===== config.mk =====
export PLATFORM = sky130hd
export DESIGN_NAME = thermal_guard
export DESIGN_NICKNAME = d
export VERILOG_FILES = /design/src/rtl/thermal_guard_pkg.sv /design/src/rtl/tg_blank_timer.sv /design/src/rtl/tg_channel.sv /design/src/rtl/thermal_guard.sv
export SDC_FILE = /design/constraint.sdc
export NUM_CORES = 1
export LEC_CHECK = 0
export BUFFER_PORTS_ARGS = -buffer_cell sky130_fd_sc_hd__clkbuf_2
export CAP_MARGIN = 10
export CORE_MARGIN = 4
export CORE_UTILIZATION = 57
export DETAILED_ROUTE_END_ITERATION = 8
export PLACE_DENSITY = 0.81
export SLEW_MARGIN = 20
export SYNTH_ARGS = -nofsm -noshare
export SYNTH_HDL_FRONTEND = slang
export SYNTH_SLANG_ARGS = --single-unit

===== constraint.sdc =====
create_clock -name clk -period 2 [get_ports clk]
set_input_delay 0.4 -clock clk [delete_from_list [all_inputs] [get_ports clk]]
set_output_delay 0.4 -clock clk [all_outputs]
set_load 0.1 [all_outputs]

===== src/rtl/thermal_guard_pkg.sv =====
package thermal_guard_pkg;

    typedef enum logic [2:0] {
        ST_OFF,
        ST_BLANK,
        ST_ON,
        ST_OT_OFF,
        ST_PL_OFF
    } ch_state_e;

    localparam logic [7:0] ADDR_CHON   = 8'h00;
    localparam logic [7:0] ADDR_MODE   = 8'h08;
    localparam logic [7:0] ADDR_OTSTAT = 8'h30;
    localparam logic [7:0] ADDR_PLSTAT = 8'h33;

    localparam int GSB_THERM_BIT = 4;
    localparam int GSB_WIDTH     = 8;

endpackage


===== src/rtl/tg_blank_timer.sv =====
module tg_blank_timer #(
    parameter int BLANK_CYCLES = 64
) (
    input  logic clk,
    input  logic rst_n,
    input  logic start,
    output logic last
);
    localparam int CW = $clog2(BLANK_CYCLES + 1);

    logic [CW-1:0] cnt;

    always_ff @(posedge clk or negedge rst_n) begin
        if (!rst_n) begin
            cnt <= '0;
        end else if (start) begin
            cnt <= CW'(BLANK_CYCLES);
        end else if (cnt != '0) begin
            cnt <= cnt - 1'b1;
        end
    end

    assign last = (cnt == CW'(1));


    load_chk: assert property (@(posedge clk) disable iff (!rst_n)
        start |=> (cnt == CW'(BLANK_CYCLES)));

endmodule


===== src/rtl/tg_channel.sv =====
module tg_channel
    import thermal_guard_pkg::*;
#(
    parameter int BLANK_CYCLES = 64
) (
    input  logic clk,
    input  logic rst_n,
    input  logic on_wr,
    input  logic off_wr,
    input  logic latch_mode,
    input  logic rc_ot,
    input  logic rc_pl,
    input  logic ot_hot,
    input  logic ot_cool,
    input  logic dt_high,
    input  logic dt_low,
    output logic out_en,
    output logic ot_stat,
    output logic pl_stat
);
    ch_state_e st, nxt;
    logic      blank_last;
    logic      blank_start;
    logic      ot_ok, pl_ok;
    logic      ot_set, ot_clr, pl_set, pl_clr;

    assign blank_start = on_wr && (st == ST_OFF || st == ST_BLANK) && !off_wr;

    tg_blank_timer #(.BLANK_CYCLES(BLANK_CYCLES)) u_blank (
        .clk   (clk),
        .rst_n (rst_n),
        .start (blank_start),
        .last  (blank_last)
    );

    assign ot_ok = ot_cool && !ot_hot;
    assign pl_ok = dt_low && !dt_high;

    always_comb begin
        nxt = st;
        if (off_wr) begin
            nxt = ST_OFF;
        end else begin
            unique case (st)
                ST_OFF: begin
                    if (on_wr) nxt = ST_BLANK;
                end
                ST_BLANK: begin
                    if (ot_hot)                     nxt = ST_OT_OFF;
                    else if (blank_last && !on_wr)  nxt = ST_ON;
                end
                ST_ON: begin
                    if (ot_hot)       nxt = ST_OT_OFF;
                    else if (dt_high) nxt = ST_PL_OFF;
                end
                ST_OT_OFF: begin
                    if (ot_ok && (!latch_mode || !ot_stat)) nxt = ST_ON;
                end
                ST_PL_OFF: begin
                    if (ot_hot)                                  nxt = ST_OT_OFF;
                    else if (pl_ok && (!latch_mode || !pl_stat)) nxt = ST_ON;
                end
                default: nxt = ST_OFF;
            endcase
        end
    end

    always_ff @(posedge clk or negedge rst_n) begin
        if (!rst_n) st <= ST_OFF;
        else        st <= nxt;
    end

    always_comb begin
        unique case (st)
            ST_BLANK, ST_ON: out_en = 1'b1;
            default:         out_en = 1'b0;
        endcase
    end

    assign ot_set = ot_hot && (st != ST_OFF);
    assign ot_clr = ot_ok && (rc_ot || !latch_mode);
    assign pl_set = (st == ST_ON) && dt_high;
    assign pl_clr = (rc_pl && pl_ok) || (!latch_mode && st == ST_ON && !dt_high);

    always_ff @(posedge clk or negedge rst_n) begin
        if (!rst_n) begin
            ot_stat <= 1'b0;
            pl_stat <= 1'b0;
        end else begin
            if (ot_set)      ot_stat <= 1'b1;
            else if (ot_clr) ot_stat <= 1'b0;
            if (pl_set)      pl_stat <= 1'b1;
            else if (pl_clr) pl_stat <= 1'b0;
        end
    end


    ot_trip_chk: assert property (@(posedge clk) disable iff (!rst_n)
        (ot_hot && st != ST_OFF) |=> (!out_en && ot_stat));


    pl_trip_chk: assert property (@(posedge clk) disable iff (!rst_n)
        (st == ST_ON && dt_high) |=> (!out_en && pl_stat));


    blank_mask_chk: assert property (@(posedge clk) disable iff (!rst_n)
        (st == ST_BLANK && !pl_stat) |=> !pl_stat);


    auto_ot_chk: assert property (@(posedge clk) disable iff (!rst_n)
        (!latch_mode && st == ST_OT_OFF && ot_ok && !off_wr) |=> (out_en && !ot_stat));


    latch_hold_chk: assert property (@(posedge clk) disable iff (!rst_n)
        (latch_mode && st == ST_OT_OFF && ot_stat) |=> !out_en);

endmodule


===== src/rtl/thermal_guard.sv =====
module thermal_guard
    import thermal_guard_pkg::*;
#(
    parameter int NCH          = 4,
    parameter int BLANK_CYCLES = 64
) (
    input  logic                 clk,
    input  logic                 rst_n,
    input  logic [NCH-1:0]       ot_hot,
    input  logic [NCH-1:0]       ot_cool,
    input  logic [NCH-1:0]       dt_high,
    input  logic [NCH-1:0]       dt_low,
    input  logic                 wr_en,
    input  logic [7:0]           wr_addr,
    input  logic [NCH-1:0]       wr_data,
    input  logic                 rc_en,
    input  logic [7:0]           rc_addr,
    output logic [NCH-1:0]       out_en,
    output logic [NCH-1:0]       ot_status,
    output logic [NCH-1:0]       pl_status,
    output logic [GSB_WIDTH-1:0] gsb,
    output logic                 global_err
);
    logic [NCH-1:0] mode_q;
    logic           hit_on, hit_mode, hit_ot, hit_pl;
    logic           any_fault;

    assign hit_on   = wr_en && (wr_addr == ADDR_CHON);
    assign hit_mode = wr_en && (wr_addr == ADDR_MODE);
    assign hit_ot   = rc_en && (rc_addr == ADDR_OTSTAT);
    assign hit_pl   = rc_en && (rc_addr == ADDR_PLSTAT);

    always_ff @(posedge clk or negedge rst_n) begin
        if (!rst_n)        mode_q <= '0;
        else if (hit_mode) mode_q <= wr_data;
    end

    for (genvar i = 0; i < NCH; i++) begin : g_ch
        tg_channel #(.BLANK_CYCLES(BLANK_CYCLES)) u_ch (
            .clk        (clk),
            .rst_n      (rst_n),
            .on_wr      (hit_on && wr_data[i]),
            .off_wr     (hit_on && !wr_data[i]),
            .latch_mode (mode_q[i]),
            .rc_ot      (hit_ot),
            .rc_pl      (hit_pl),
            .ot_hot     (ot_hot[i]),
            .ot_cool    (ot_cool[i]),
            .dt_high    (dt_high[i]),
            .dt_low     (dt_low[i]),
            .out_en     (out_en[i]),
            .ot_stat    (ot_status[i]),
            .pl_stat    (pl_status[i])
        );
    end

    assign any_fault = (|ot_status) || (|pl_status);

    always_comb begin
        gsb                = '0;
        gsb[GSB_THERM_BIT] = any_fault;
        global_err         = any_fault;
    end


    err_fall_chk: assert property (@(posedge clk) disable iff (!rst_n)
        $fell(global_err) |-> (ot_status == '0 && pl_status == '0));

endmodule


# After elaboration in Yosys (flattened, before gate mapping)
# Cells that the tools add are included.
# op_classes
mux	68
add_sub_neg	4
n_reduce_logical	152
n_eq_ne	43
# op_table
operator	n
$mux W3	36
$logic_and A1 B1 Y1	64
$pmux W3 S5	4
$mux W7	8
$logic_not A1 Y1	32
$ne A4 B3 Y1 const B	8
$eq A7 B1 Y1 const B	4
$reduce_bool A7 Y1	4
$sub A7 B1 Y7 const B	4
$eq A3 B2 Y1 const B	8
$ne A3 B1 Y1 const B	8
$reduce_bool A2 Y1	12
$logic_or A1 B1 Y1	21
$mux W1	20
$reduce_and A5 Y1	4
$eq A8 B6 Y1 const B	2
$ne A4 B2 Y1 const B	4
$eq A3 B1 Y1 const B	4
$eq A3 B3 Y1 const B	4
$logic_not A3 Y1	4
$reduce_bool A3 Y1	4
$eq A8 B4 Y1 const B	1
$logic_not A8 Y1	1
$reduce_or A2 Y1	4
$reduce_or A4 Y1	2
# word_totals
regBits	52
wordCells	284
out_inout_bits	21
input_bits	40

# Depth between registers and ports, before layout
# logic_depth
word_depth	9
mapped_depth	7
ltp_nobuf	7

# Hierarchy
# A second synthesis with hierarchy kept.
# unflattened
hier_cells	390
hier_area_um2	3602.2
# modules_own_cells
module	cells_each	n_inst	area_per_inst_um2	seq_area_each_um2
tg_channel	49	4	425.4	125.1
tg_blank_timer	38	4	380.4	175.2
thermal_guard	42	1	379.1	100.1

# Worst setup path before layout
# Ideal clock, no wire load.
# synth_path
kind	flip-flop to output port
startpoint	register g_ch[2].u_ch.ot_stat
endpoint	output port gsb[4]
path_slack_ns	-0.131
required_time_ns	1.600
arrival_time_ns	1.731
n_path_buf	1
path_stages_with_launch	4
cell_sequence	dfrtp_1 -> nor4_1 -> nand2_1 -> buf_4
# synth_via
elab_chain_len	2
# synth_rtl
item	line_no	text
start, declared	tg_channel.sv:18	output logic ot_stat,
start signal, assigned	tg_channel.sv:87	ot_stat <= 1'b0;
start signal, assigned	tg_channel.sv:90	if (ot_set) ot_stat <= 1'b1;
start signal, assigned	tg_channel.sv:91	else if (ot_clr) ot_stat <= 1'b0;
$reduce_or A4 Y1	thermal_guard.sv:57	assign any_fault = (|ot_status) || (|pl_status);
$logic_or A1 B1 Y1	thermal_guard.sv:57	
end, declared	thermal_guard.sv:21	output logic [GSB_WIDTH-1:0] gsb,
# Every way passes these cells.

# Worst setup path in the final report
# layout_path
startpoint	register g_ch[3].u_ch.pl_stat
endpoint	output port global_err
# layout_via
elab_chain_len	2
# layout_rtl
item	line_no	text
start, declared	tg_channel.sv:19	output logic pl_stat
start signal, assigned	tg_channel.sv:88	pl_stat <= 1'b0;
start signal, assigned	tg_channel.sv:92	if (pl_set) pl_stat <= 1'b1;
start signal, assigned	tg_channel.sv:93	else if (pl_clr) pl_stat <= 1'b0;
$reduce_or A4 Y1	thermal_guard.sv:57	
$logic_or A1 B1 Y1	thermal_guard.sv:57	
end, declared	thermal_guard.sv:22	output logic global_err
# Every way passes these cells.

==> impl_metrics.env <==
export IMPL_status="finished, final reports clean"
export IMPL_cts_repair_timing_setup_buffer_count=0
export IMPL_synth_yosys_seq_area_share=0.368
export IMPL_netlist_area_sq_um=3540
export IMPL_power_density_over_the_cells_nw_per_um2=1680
export IMPL_worstReg2RegStart="g_ch[1].u_ch.st[1]"
export IMPL_synth_compound_gate_area_share=0.171
export IMPL_synth_simple_area_share=0.261
export IMPL_period_minus_slack_ns=1.91
export IMPL_fp_dieArea_sq_um=7530
export IMPL_critPathMaxStageDelay_ns=0.45
export IMPL_largest_net_degree_at_the_start_of_global_routing=53
export IMPL_detailroute_via_count=3092
export IMPL_total_power_uw=6610
export IMPL_placementRows=28
export IMPL_die_span_y_um=86.8
export IMPL_timing_critical_path_arrival_ns=1.51
export IMPL_dp_hpwl_mm=5.94
export IMPL_core_area_sq_um=5960
export IMPL_crit_path_top_delay_cell="dfrtp_1"
export IMPL_layout_drive_gt1_share=0.217
export IMPL_synth_async_reset_ratio=1.00
export IMPL_critPathCaptureType="output port"
export IMPL_cell_variety_after_synth=64
export IMPL_regToRegEndpoint="g_ch[1].u_ch.st[1]"
export IMPL_synth_xor_xnor_area_share=0.0520
export IMPL_postSynthCellCount=409
export IMPL_rsz_0062_raised_after_global_routing="false"
export IMPL_synth_top_area_cell="dfrtp_1"
export IMPL_layout_worst_path_cycle_share=0.953
export IMPL_grt_pass1_wl_mm=13.8
export IMPL_finalHoldViolCount=0
export IMPL_number_of_buffers_created_by_cts=5
export IMPL_antenna_violating_nets_post_route=0
export IMPL_clk_insertion_delay_late_ns=0.31
export IMPL_critical_path_cell_chain="nor4_1, nand2_2, clkbuf_4"
export IMPL_cp_data_required_time_ns=1.60
export IMPL_synth_enable_flop_cells=0
export IMPL_final_instance_count_excl_fill=532
export IMPL_dominant_combinational_cell_family_by_area_after_synthesis="simple AND/OR/NAND/NOR gates"
export IMPL_design_portCount=61
export IMPL_finalSetupTns_ns=0
export IMPL_yosys_warnings=0
export IMPL_setup_worst_path_start_class="flip-flop"
export IMPL_clkSlewWorstSetupHoldPaths_ns=0.09
export IMPL_initial_utilization=0.594
export IMPL_critPathKind="flip-flop to output port"
export IMPL_placedCellCount=524
export IMPL_synth_top_area_frac=0.368
export IMPL_final_critical_path_setup_slack_ns=0.0942
export IMPL_dominantRegCellSynth="dfrtp_1"
export IMPL_routed_wire_length_per_instance_um=14.7
export IMPL_clock_sink_count=52
export IMPL_antennaDiodeCount=0
export IMPL_drt_pre_antenna_iters=5
export IMPL_die_width_um=86.8
export IMPL_slew_viol_final=0
export IMPL_max_freq_mhz=525
export IMPL_ys_ff_latch=52
export IMPL_grt_util_all_layers=0.226
export IMPL_worst_slew_pin_slew_ns=0.653
export IMPL_globalRouteOverflowTotal=0
export IMPL_ff2ff_setup_slack_ns=0.12
export IMPL_htree_levels=2
export IMPL_drt_drc_violations_left=0
export IMPL_number_of_global_route_vias_before_repair=3069
export IMPL_first_iter_violations=202
export IMPL_synth_avg_cell_area_sq_um=8.65
export IMPL_synthAdderAreaFrac=0.0424
export IMPL_synthToLayoutAreaGrowth_pct=11.5
export IMPL_muxShareOfSynthArea=0.0216
export IMPL_timing_critical_path_fanout_max=4
export IMPL_finalWeightedCongestion=0.875
export IMPL_route_detailed_vias_per_inst=5.81
export IMPL_worstHoldPathType="input pin to asynchronous set/reset pin"
export IMPL_dp_slack_ns=0.0490
export IMPL_port_buffer_count=53
export IMPL_tritoncts="built"
export IMPL_initial_antenna_violation_count=0
export IMPL_worst_ir_drop_vdd_v=0.00142
export IMPL_ys_top_cells_by_area="dfrtp_1, nor2_1, buf_4, ha_1, xnor2_1"
export IMPL_timing_final_setup_violations=0
export IMPL_clock_tree_root_cell="clkbuf_8"
export IMPL_slew_limit_headroom=0.553
export IMPL_power_leakage_uw=0.00179
export IMPL_fin_nets=508
export IMPL_final_setup_skew_ns=0.00602
export IMPL_finish_utilization=0.662
export IMPL_routed_wl_mm=7.84
export IMPL_ctsLongestPathBuffers=2
export IMPL_reported_max_cap_violation_count=0
export IMPL_worst_r2r_cell_count=6
==> Yosys cell counts, types with 10 or more instances <==
cell,n
o21ai_0,15
nand3_1,10
xnor2_1,17
buf_4,20
nor3_1,20
inv_1,18
dfrtp_1,52
ha_1,12
nor4_1,10
nor2_1,51
nand2_1,31
a21oi_1,26
==> critical path, delay by kind of cell, from the launching register on <==
family	cells	cell delay (ns)
buf+inv	1	0.29
flops	1	0.45
simple gates	2	0.46
==> stage by stage <==
stage	cell area [sq um]	hold slack [ns]
final	3940	0.212
after global routing	3940	0.268
after CTS	3920	0.230
after detailed placement	3830	0.531
after global placement	3830	0.521
after floorplan	3560	0.104
==> layout by cell type, fill, tap and decap left out, types with 12 or more instances in the layout <==
cell type / n
nand2_1: 30
buf_4: 19
nor3_1: 20
clkbuf_2: 48
xnor2_1: 17
a21oi_1: 26
dfrtp_1: 51
ha_1: 12
o21ai_0: 15
nor2_1: 51
inv_1: 18
==> power by group <==
| part | total, uW | leakage, uW | switching (uW) | internal, uW |
|---|---|---|---|---|
| Clock | 625 | 0.0000455 | 341 | 283 |
| Sequential | 2030 | 0.000631 | 504 | 1530 |
| Combinational | 3960 | 0.00111 | 2590 | 1360 |
==> flip-flops by register name, summed over array words and instances (netlist names) <==
register and cells:
mode_q 4, g_ch.u_ch.u_blank.cnt 28, g_ch.u_ch.pl_stat 4, g_ch.u_ch.st 12, g_ch.u_ch.ot_stat 4
==> routing by layer <==
metal,vias up,part of all wire,track usage
met2,112,0.47,0.372
met1,1458,0.43,0.294
met4,0,0.017,0.0836
li1,1510,-,-
met5,-,0,0
met3,12,0.075,0.0466
==> worst max-delay path by stage <==
stage / from / to / slack (ns) / depth (start not counted)
after CTS: g_ch[1].u_ch.st[1] / g_ch[1].u_ch.st[0] / 0.02 / 6
final: g_ch[3].u_ch.pl_stat / global_err / 0.09 / 3
after floorplan: g_ch[2].u_ch.ot_stat / gsb[4] / 0.12 / 3
after global routing: g_ch[1].u_ch.st[1] / g_ch[1].u_ch.st[1] / 0.02 / 6
after global placement: rc_addr[7] / g_ch[1].u_ch.ot_stat / 0.1 / 7
after detailed placement: wr_addr[5] / g_ch[1].u_ch.st[1] / 0.05 / 7
==> cell families after synthesis <==
| group | after synthesis |
|---|---|
| buf+inv | 54 |
| xor+xnor | 21 |
| compound gates | 88 |
| flops | 52 |
| other cells | 1 |
| mux | 7 |
| simple gates | 174 |
| fa+ha+maj | 12 |
==> area by class of cell <==
| cell class | count | area, sq um |
|---|---|---|
| inverter | 18 | 67.6 |
| sequential | 52 | 1300 |
| multi-input combinational | 309 | 1990 |
| clock buffer | 8 | 90.1 |
| fill | 519 | 2010 |
| tap | 75 | 93.8 |
| timing repair buffer | 70 | 403 |
==> timing repair <==
item | CTS | global route
setup endpoints to repair | 2 | 8
gates cloned | 0 | 0
hold buffers | 0 | 0
gates resized for setup | 2 | 5
(Power assumes the default switching activity.)
